===== src/rtl/loop_seq_pkg.sv =====
package loop_seq_pkg;
  localparam logic [3:0] SEL_START = 4'd0;
  localparam logic [3:0] SEL_END   = 4'd1;
  localparam logic [3:0] SEL_CTRL  = 4'd2;
  localparam logic [3:0] SEL_SLOT0 = 4'd4;
  localparam int         ARM_BIT   = 8;

  typedef struct packed {
    logic       vld;
    logic [2:0] shift;
    logic [3:0] len_idx;
    logic [3:0] reg_idx;
  } slot_cfg_t;

  function automatic slot_cfg_t unpack_slot(input logic [31:0] w);
    slot_cfg_t c;
    c.reg_idx = w[3:0];
    c.len_idx = w[7:4];
    c.shift   = w[10:8];
    c.vld     = w[12];
    return c;
  endfunction
endpackage


===== src/rtl/loop_cfg_regs.sv =====
module loop_cfg_regs
  import loop_seq_pkg::*;
#(
  parameter int XLEN  = 32,
  parameter int NSLOT = 4
) (
  input  logic                   clk,
  input  logic                   rst_n,
  input  logic                   cfg_we,
  input  logic [3:0]             cfg_sel,
  input  logic [XLEN-1:0]        cfg_wdata,
  input  logic                   exit_evt,
  output logic [XLEN-1:0]        start_q,
  output logic [XLEN-1:0]        end_q,
  output logic [3:0]             cnt_idx_q,
  output logic                   active_q,
  output slot_cfg_t [NSLOT-1:0]  slots_q
);
  logic wr_bound, wr_ctrl;
  assign wr_bound = cfg_we && (cfg_sel == SEL_START || cfg_sel == SEL_END);
  assign wr_ctrl  = cfg_we && (cfg_sel == SEL_CTRL);

  always_ff @(posedge clk or negedge rst_n) begin
    if (!rst_n) begin
      start_q   <= '0;
      end_q     <= '0;
      cnt_idx_q <= '0;
      active_q  <= 1'b0;
    end else begin
      if (cfg_we && cfg_sel == SEL_START) start_q <= cfg_wdata;
      if (cfg_we && cfg_sel == SEL_END)   end_q   <= cfg_wdata;
      if (wr_ctrl) begin
        cnt_idx_q <= cfg_wdata[3:0];
        active_q  <= cfg_wdata[ARM_BIT];
      end else if (wr_bound || exit_evt) begin
        active_q  <= 1'b0;
      end
    end
  end

  for (genvar s = 0; s < NSLOT; s++) begin : g_slot_cfg
    always_ff @(posedge clk or negedge rst_n) begin
      if (!rst_n) slots_q[s] <= '0;
      else if (cfg_we && cfg_sel == SEL_SLOT0 + 4'(s))
        slots_q[s] <= unpack_slot(cfg_wdata[31:0]);
    end
  end

  AST_CANCEL_DISARMS: assert property (@(posedge clk) disable iff (!rst_n)
    (wr_bound && !wr_ctrl) |=> !active_q);
  AST_EXIT_DISARMS: assert property (@(posedge clk) disable iff (!rst_n)
    (exit_evt && !wr_ctrl) |=> !active_q);
  AST_ARMED_HOLDS: assert property (@(posedge clk) disable iff (!rst_n)
    (active_q && !exit_evt && !cfg_we) |=> active_q);
endmodule


===== src/rtl/loop_boundary.sv =====
module loop_boundary #(
  parameter int XLEN = 32
) (
  input  logic            fetch_valid,
  input  logic [XLEN-1:0] fetch_pc,
  input  logic            active,
  input  logic [XLEN-1:0] start_addr,
  input  logic [XLEN-1:0] end_addr,
  input  logic [XLEN-1:0] cnt_val,
  output logic            hit,
  output logic            exit_evt,
  output logic            redir_valid,
  output logic [XLEN-1:0] redir_pc
);
  logic cnt_zero;
  assign cnt_zero    = (cnt_val == '0);
  assign hit         = active && fetch_valid && (fetch_pc == end_addr);
  assign exit_evt    = hit && cnt_zero;
  assign redir_valid = hit && !cnt_zero;
  assign redir_pc    = start_addr;
endmodule


===== src/rtl/loop_incr_slot.sv =====
module loop_incr_slot
  import loop_seq_pkg::*;
#(
  parameter int XLEN  = 32,
  parameter int NREGS = 8,
  localparam int IDXW = $clog2(NREGS)
) (
  input  logic                  hit,
  input  slot_cfg_t             cfg,
  input  logic [NREGS*XLEN-1:0] reg_vals,
  output logic                  upd_valid,
  output logic [IDXW-1:0]       upd_idx,
  output logic [XLEN-1:0]       upd_data
);
  function automatic logic [XLEN-1:0] step_addr(input logic [XLEN-1:0] base,
                                                input logic [XLEN-1:0] len,
                                                input logic [2:0]      shift);
    logic [XLEN-1:0] scale;
    scale = XLEN'(1) << shift;
    return base + len * scale;
  endfunction

  logic [IDXW-1:0] a_idx, l_idx;
  logic [XLEN-1:0] a_val, l_val;
  assign a_idx = cfg.reg_idx[IDXW-1:0];
  assign l_idx = cfg.len_idx[IDXW-1:0];
  assign a_val = reg_vals[a_idx*XLEN +: XLEN];
  assign l_val = reg_vals[l_idx*XLEN +: XLEN];

  assign upd_valid = hit && cfg.vld;
  assign upd_idx   = a_idx;
  assign upd_data  = step_addr(a_val, l_val, cfg.shift);
endmodule


===== src/rtl/loop_seq.sv =====
module loop_seq
  import loop_seq_pkg::*;
#(
  parameter int XLEN  = 32,
  parameter int NREGS = 8,
  parameter int NSLOT = 4,
  localparam int IDXW = $clog2(NREGS)
) (
  input  logic                   clk,
  input  logic                   rst_n,
  input  logic                   cfg_we,
  input  logic [3:0]             cfg_sel,
  input  logic [XLEN-1:0]        cfg_wdata,
  input  logic                   fetch_valid,
  input  logic [XLEN-1:0]        fetch_pc,
  input  logic [NREGS*XLEN-1:0]  reg_vals,
  output logic                   redir_valid,
  output logic [XLEN-1:0]        redir_pc,
  output logic [NSLOT-1:0]       upd_valid,
  output logic [NSLOT*IDXW-1:0]  upd_idx,
  output logic [NSLOT*XLEN-1:0]  upd_data
);
  logic [XLEN-1:0]       start_q, end_q, cnt_val;
  logic [3:0]            cnt_idx_q;
  logic                  active_q, hit, exit_evt;
  slot_cfg_t [NSLOT-1:0] slots_q;

  loop_cfg_regs #(.XLEN(XLEN), .NSLOT(NSLOT)) u_cfg (
    .clk(clk), .rst_n(rst_n), .cfg_we(cfg_we), .cfg_sel(cfg_sel),
    .cfg_wdata(cfg_wdata), .exit_evt(exit_evt), .start_q(start_q),
    .end_q(end_q), .cnt_idx_q(cnt_idx_q), .active_q(active_q), .slots_q(slots_q)
  );

  assign cnt_val = reg_vals[cnt_idx_q[IDXW-1:0]*XLEN +: XLEN];

  loop_boundary #(.XLEN(XLEN)) u_bnd (
    .fetch_valid(fetch_valid), .fetch_pc(fetch_pc), .active(active_q),
    .start_addr(start_q), .end_addr(end_q), .cnt_val(cnt_val),
    .hit(hit), .exit_evt(exit_evt), .redir_valid(redir_valid), .redir_pc(redir_pc)
  );

  for (genvar s = 0; s < NSLOT; s++) begin : g_slot
    loop_incr_slot #(.XLEN(XLEN), .NREGS(NREGS)) u_slot (
      .hit(hit), .cfg(slots_q[s]), .reg_vals(reg_vals),
      .upd_valid(upd_valid[s]), .upd_idx(upd_idx[s*IDXW +: IDXW]),
      .upd_data(upd_data[s*XLEN +: XLEN])
    );
  end

  AST_REDIR_NEEDS_ARMED: assert property (@(posedge clk) disable iff (!rst_n)
    redir_valid |-> active_q);
  AST_UPD_AT_END_ONLY: assert property (@(posedge clk) disable iff (!rst_n)
    (upd_valid != '0) |-> (fetch_valid && fetch_pc == end_q));
  AST_NO_REDIR_ON_ZERO: assert property (@(posedge clk) disable iff (!rst_n)
    (redir_valid) |-> (cnt_val != '0));
endmodule


===== config.mk =====
export PLATFORM = sky130hd
export DESIGN_NAME = loop_seq
export DESIGN_NICKNAME = d
export VERILOG_FILES = /design/src/rtl/loop_seq_pkg.sv /design/src/rtl/loop_cfg_regs.sv /design/src/rtl/loop_boundary.sv /design/src/rtl/loop_incr_slot.sv /design/src/rtl/loop_seq.sv
export SDC_FILE = /design/constraint.sdc
export NUM_CORES = 2
export LEC_CHECK = 0
export CORE_ASPECT_RATIO = 0.5
export CORE_MARGIN = 2
export CORE_UTILIZATION = 35
export CTS_CLUSTER_SIZE = 40
export DETAILED_ROUTE_END_ITERATION = 6
export PLACE_DENSITY_LB_ADDON = 0.3
export SLEW_MARGIN = 20
export SYNTH_ARGS = -nofsm -noshare
export SYNTH_HDL_FRONTEND = slang
export SYNTH_SLANG_ARGS = --single-unit
export TNS_END_PERCENT = 100

===== constraint.sdc =====
create_clock -name clk -period 10.25 [get_ports clk]
set_input_delay 1.025 -clock clk [delete_from_list [all_inputs] [get_ports clk]]
set_output_delay 1.025 -clock clk [all_outputs]
set_load 0.02 [all_outputs]

## Yosys cells after proc, flatten, opt, wreduce, memory -nomap -nowiden

Cells that the tools add are included.

| cells by class | value |
|---|---|
| shift-type cells | 13 |
| equality and inequality tests | 7 |
| multiply operators | 4 |
| add/subtract/negate cells | 4 |
| reductions and logical operators | 22 |
| mux-type cells | 2 |

Operators with widths:

| operator | number |
|---|---|
| $shiftx A256 B9 Y32 | 9 |
| $add A32 B32 Y32 | 4 |
| $mul A32 B32 Y32 | 4 |
| $shl A1 B3 Y32 const A | 4 |
| $eq A32 B32 Y1 | 1 |
| $logic_not A32 Y1 | 1 |
| $eq A4 B3 Y1 const B | 4 |
| $logic_and A1 B1 Y1 | 16 |
| $eq A4 B1 Y1 const B | 1 |
| $eq A4 B2 Y1 const B | 1 |
| $logic_not A4 Y1 | 1 |
| $logic_or A1 B1 Y1 | 2 |
| $mux W1 | 2 |
| $reduce_bool A2 Y1 | 1 |
| $logic_not A1 Y1 | 1 |

| storage, ports and cells | value |
|---|---|
| register bits after elaboration | 108 |
| input bits | 328 |

## Depth between registers and ports, before layout

| depth | value |
|---|---|
| depth after elaboration | 6 |
| depth in mapped cells | 29 |
| mapped depth without buffers | 25 |

## Modules after synthesis

A second synthesis with hierarchy kept.

| unflattened totals | value |
|---|---|
| cells, all modules | 5259 |
| area, all modules | 56450.4 um^2 |

By module, submodules not included:

| module | instances | area each (um^2) | cells each |
|---|---|---|---|
| loop_incr_slot at g_slot[1].u_slot | 1 | 12354.3 | 1227 |
| loop_incr_slot at g_slot[0].u_slot | 1 | 12303.0 | 1204 |
| loop_incr_slot at g_slot[3].u_slot | 1 | 12276.8 | 1191 |
| loop_incr_slot at g_slot[2].u_slot | 1 | 12228.0 | 1175 |
| loop_cfg_regs | 1 | 4521.8 | 259 |
| loop_seq | 1 | 2073.2 | 114 |
| loop_boundary | 1 | 693.2 | 89 |

## Worst setup path before layout

OpenSTA, ideal clock, no wires.

| timing path | value |
|---|---|
| kind | register to output |
| start point | reg, netlist name u_cfg.slots_q[16] |
| end point | out upd_data[60] |
| arrival | 7.390 ns |
| buffers on the path | 4 |
| setup slack | 1.835 ns |
| stages on the path, launching flop included | 28 |
| cells stage by stage | dfrtp_1 > buf_2 > buf_2 > buf_2 > mux4_2 > mux2_2 > nand2_1 > fa_1 > fa_1 > inv_1 > fa_1 > inv_1 > fa_1 > inv_1 > ha_1 > ha_1 > inv_1 > fa_1 > inv_1 > ha_1 > clkbuf_1 > a21o_1 > a21oi_1 > o221ai_1 > nor3_1 > and3_1 > nor2_1 > o311ai_0 |

| between the ends | value |
|---|---|
| word-level cells in the longest chain between the ends | 3 |

RTL lines:

| item | RTL line | source |
|---|---|---|
| $shiftx A256 B9 Y32 | loop_incr_slot.sv:28 | `assign l_val = reg_vals[l_idx*XLEN +: XLEN];` |
| $mul A32 B32 Y32 | loop_incr_slot.sv:20 | `return base + len * scale;` |
| $add A32 B32 Y32 | loop_incr_slot.sv:20 |  |
| to (decl) | loop_seq.sv:21 | `output logic [NSLOT*XLEN-1:0] upd_data` |

No other way between the ends.

## Worst setup path in the final report

| timing path | value |
|---|---|
| start point | in reg_vals[109] |
| end point | out upd_data[29] |

| between the ends | value |
|---|---|
| word-level cells in the longest chain between the ends | 3 |
| elaborated cells on any way between the ends | 4 |
| those cells by class | add/sub (1); mul (1); shift (2) |

RTL lines:

| item | RTL line | source |
|---|---|---|
| from (decl) | loop_seq.sv:16 | `input logic [NREGS*XLEN-1:0] reg_vals,` |
| $shiftx A256 B9 Y32 | loop_incr_slot.sv:28 |  |
| $mul A32 B32 Y32 | loop_incr_slot.sv:20 |  |
| $add A32 B32 Y32 (*) | loop_incr_slot.sv:20 |  |

Mark *: on every way between the ends. The rest lies on a longest branch, timed or not.

==> results.json <==
{
  "area_growth_pct": 18.0,
  "grt_pass1_vias": 47100,
  "synth_area_sq_um": 54200,
  "layout_commonest_cell": "inv_1",
  "finalCritPeriodShare_pct": 99.4,
  "startpoint_type": "primary input",
  "cts_setup_buffers": 0,
  "cts_inserted_buffers": 9,
  "antenna_found_initial": 34,
  "dieWidth_microns": 561,
  "port_buffers": 504,
  "vias": 46600,
  "cts_tree": "built",
  "viasPerCell": 5.84,
  "synth_top_area_cell": "fa_1",
  "finalHoldViolations": 0,
  "core-area_sq_um": 154000,
  "die-area_sq_um": 158000,
  "worst_pin_slew_ps": 1330,
  "ys_async_sr_fraction_pct": 100,
  "grt_usage_pct": 29.4,
  "clock_sink_count": 108,
  "rsz0062_at_grt": "no",
  "dp.final_hpwl_microns": 190000,
  "synth_fp_nets": 6888,
  "hold_path.class": "in2async",
  "drive_gt1_share_pct": 19.2,
  "gp_congestion": 1.05,
  "final_cell_mix": "890 x inv_1, 728 x fa_1, 640 x nor2_1",
  "clkTransAtPathRegs_ps": 110,
  "worst_ep_arrival_time_ps": 9160,
  "max_freq_mhz": 98.2,
  "totalNegativeSetupSlack_ps": 0,
  "htreeDepth": 3,
  "first_pass_iters": 6,
  "fin_crit_ps": 10190,
  "netlist_top_cells_area": "fa_1 27%, mux4_2 21%, ha_1 13%",
  "root_buffer": "clkbuf_16",
  "wl_microns": 233000,
  "fin_cells": 7975,
  "yosys_warnings": 0,
  "crit_fanout": 9,
  "synth_edf_count": 0,
  "holdBufCountCts": 0,
  "final_max_slew_viol_count": 0,
  "slew_headroom_pct": 10.7,
  "synth_flop_cell": "dfrtp_1",
  "ant_nets": 0,
  "fp-row-count": 102,
  "post_drt_wl_per_cell_microns": 29.3,
  "drc": 0,
  "worst_setup_path_end_kind": "primary output",
  "drt_iter0_markers": 5416,
  "grt_max_degree": 68,
  "synthCells": 5268,
  "ys_types": 76,
  "synth_seq_cells": 108,
  "required_ps": 9230,
  "maxCapViolations": 0,
  "status": "completed",
  "ctsLongestPathBuffers": 2,
  "yosys.area.top_type_share_pct": 26.9,
  "place_inst": 7929,
  "grt_pass1_wl_microns": 336000,
  "synth-seq-area-share_pct": 4.98,
  "final_nets": 7480,
  "worstSetupPathType": "in2out",
  "avgSynthCellArea_sq_um": 10.3,
  "initial_utilization_pct": 35.1,
  "worstSkewPairLatency_ps": 420,
  "skew_ps": 19.9,
  "grt-ovfl-total": 0,
  "io_pins": 505,
  "setup_viol": 0,
  "fp.dieH_microns": 282
}
## timing repair
item / 4_1_cts / 5_1_grt
setup endpoints to repair: 0 / 7
resized for setup: 0 / 7
hold endpoints to repair: 0 / 0
## sequential cells by signal (all words and copies together), names as in the netlist
| name | flops |
|---|---|
| u_cfg.start_q | 32 |
| u_cfg.cnt_idx_q | 3 |
| u_cfg.slots_q | 40 |
| u_cfg.active_q | 1 |
| u_cfg.end_q | 32 |
## cells by family (layout without fill, tap and decap cells)
kind of cell | after synthesis | count (layout) | share of synthesized area, %
AO/OA/AOI/OAI | 317 | 317 | 3.85
buffers and inverters | 1159 | 1756 | 8.28
other | 0 | 30 | 0
flip-flops | 108 | 108 | 4.98
multiplexers | 892 | 892 | 28.7
adder cells (fa/ha/maj) | 1292 | 1292 | 39.9
XOR/XNOR | 181 | 181 | 2.92
AND/OR/NAND/NOR | 1319 | 1319 | 11.4
## final cells by class
cell class | count | area (sq um)
Clock inverter | 7 | 91.3
Inverter | 890 | 3340
Multi-Input combinational cell | 4001 | 47100
Fill cell | 15000 | 90300
Timing Repair Buffer | 850 | 7800
Clock buffer | 9 | 225
Sequential cell | 108 | 2750
Antenna cell | 30 | 75.1
Tap cell | 2080 | 2600
## worst max-delay path, stage by stage
cell	delay [ps]
clkdlybuf4s50_1	830
mux4_2	640
mux2i_1	200
buf_4	280
nand2b_1	170
fa_1	450
fa_1	550
inv_1	50
fa_1	490
inv_1	60
fa_1	520
inv_1	40
ha_1	260
ha_1	270
inv_1	40
fa_1	470
inv_1	40
ha_1	330
nand2_1	60
o21ai_0	300
a211oi_1	130
or4_1	550
a21oi_1	310
a211oi_1	180
xnor2_1	250
clkdlybuf4s50_1	660
## routing by layer
metal	track usage [%]	share of wire [%]	vias to the layer above	routed length, microns
li1	-	-	19200	-
met1	37.6	39	23800	91200
met2	44.1	43	2808	101000
met3	10.2	12	732	27900
met4	15.0	5.9	6	13700
met5	0	0.017	-	39
## cell usage after synthesis (all sizes together) (35+ instances only)
master and instances:
a21oi 94, and2 42, buf 107, clkbuf 162, dfrtp 108, fa 728, ha 564, inv 890
mux2 164, mux2i 216, mux4 512, nand2 197, nand2b 187, nor2 640, nor3 35, nor4 56
o21ai 61, xnor2 128, xor2 53
## stage by stage
step	instance area [sq um]	setup WS, ps	util, %	hold WS [ps]
global route	64000	2.13	41.5	521
global placement	63600	241	41.2	483
finish	64000	63.2	41.5	503
detailed placement	63600	223	41.2	488
floorplan	54200	1840	-	470
CTS	63900	198	41.4	506
## worst paths after layout
kind / slack (ps) / end / cells after the start / start
min reg2reg: 510 / u_cfg.start_q[8]$_DFFE_PN0P_ / 2 / u_cfg.start_q[8]$_DFFE_PN0P_
max: 60 / upd_data[29] / 26 / reg_vals[109]
max in group asynchronous: 8360 / u_cfg.start_q[5]$_DFFE_PN0P_ / 2 / rst_n
min in group clk: 510 / u_cfg.start_q[8]$_DFFE_PN0P_ / 2 / u_cfg.start_q[8]$_DFFE_PN0P_
max reg2reg: 6730 / u_cfg.active_q$_DFFE_PN0P_ / 8 / u_cfg.cnt_idx_q[0]$_DFFE_PN0P_
min: 500 / u_cfg.slots_q[33]$_DFFE_PN0P_ / 1 / rst_n
Power is not shown: default switching activity piles up to over one toggle a cycle in this logic, so the estimate is an artifact.
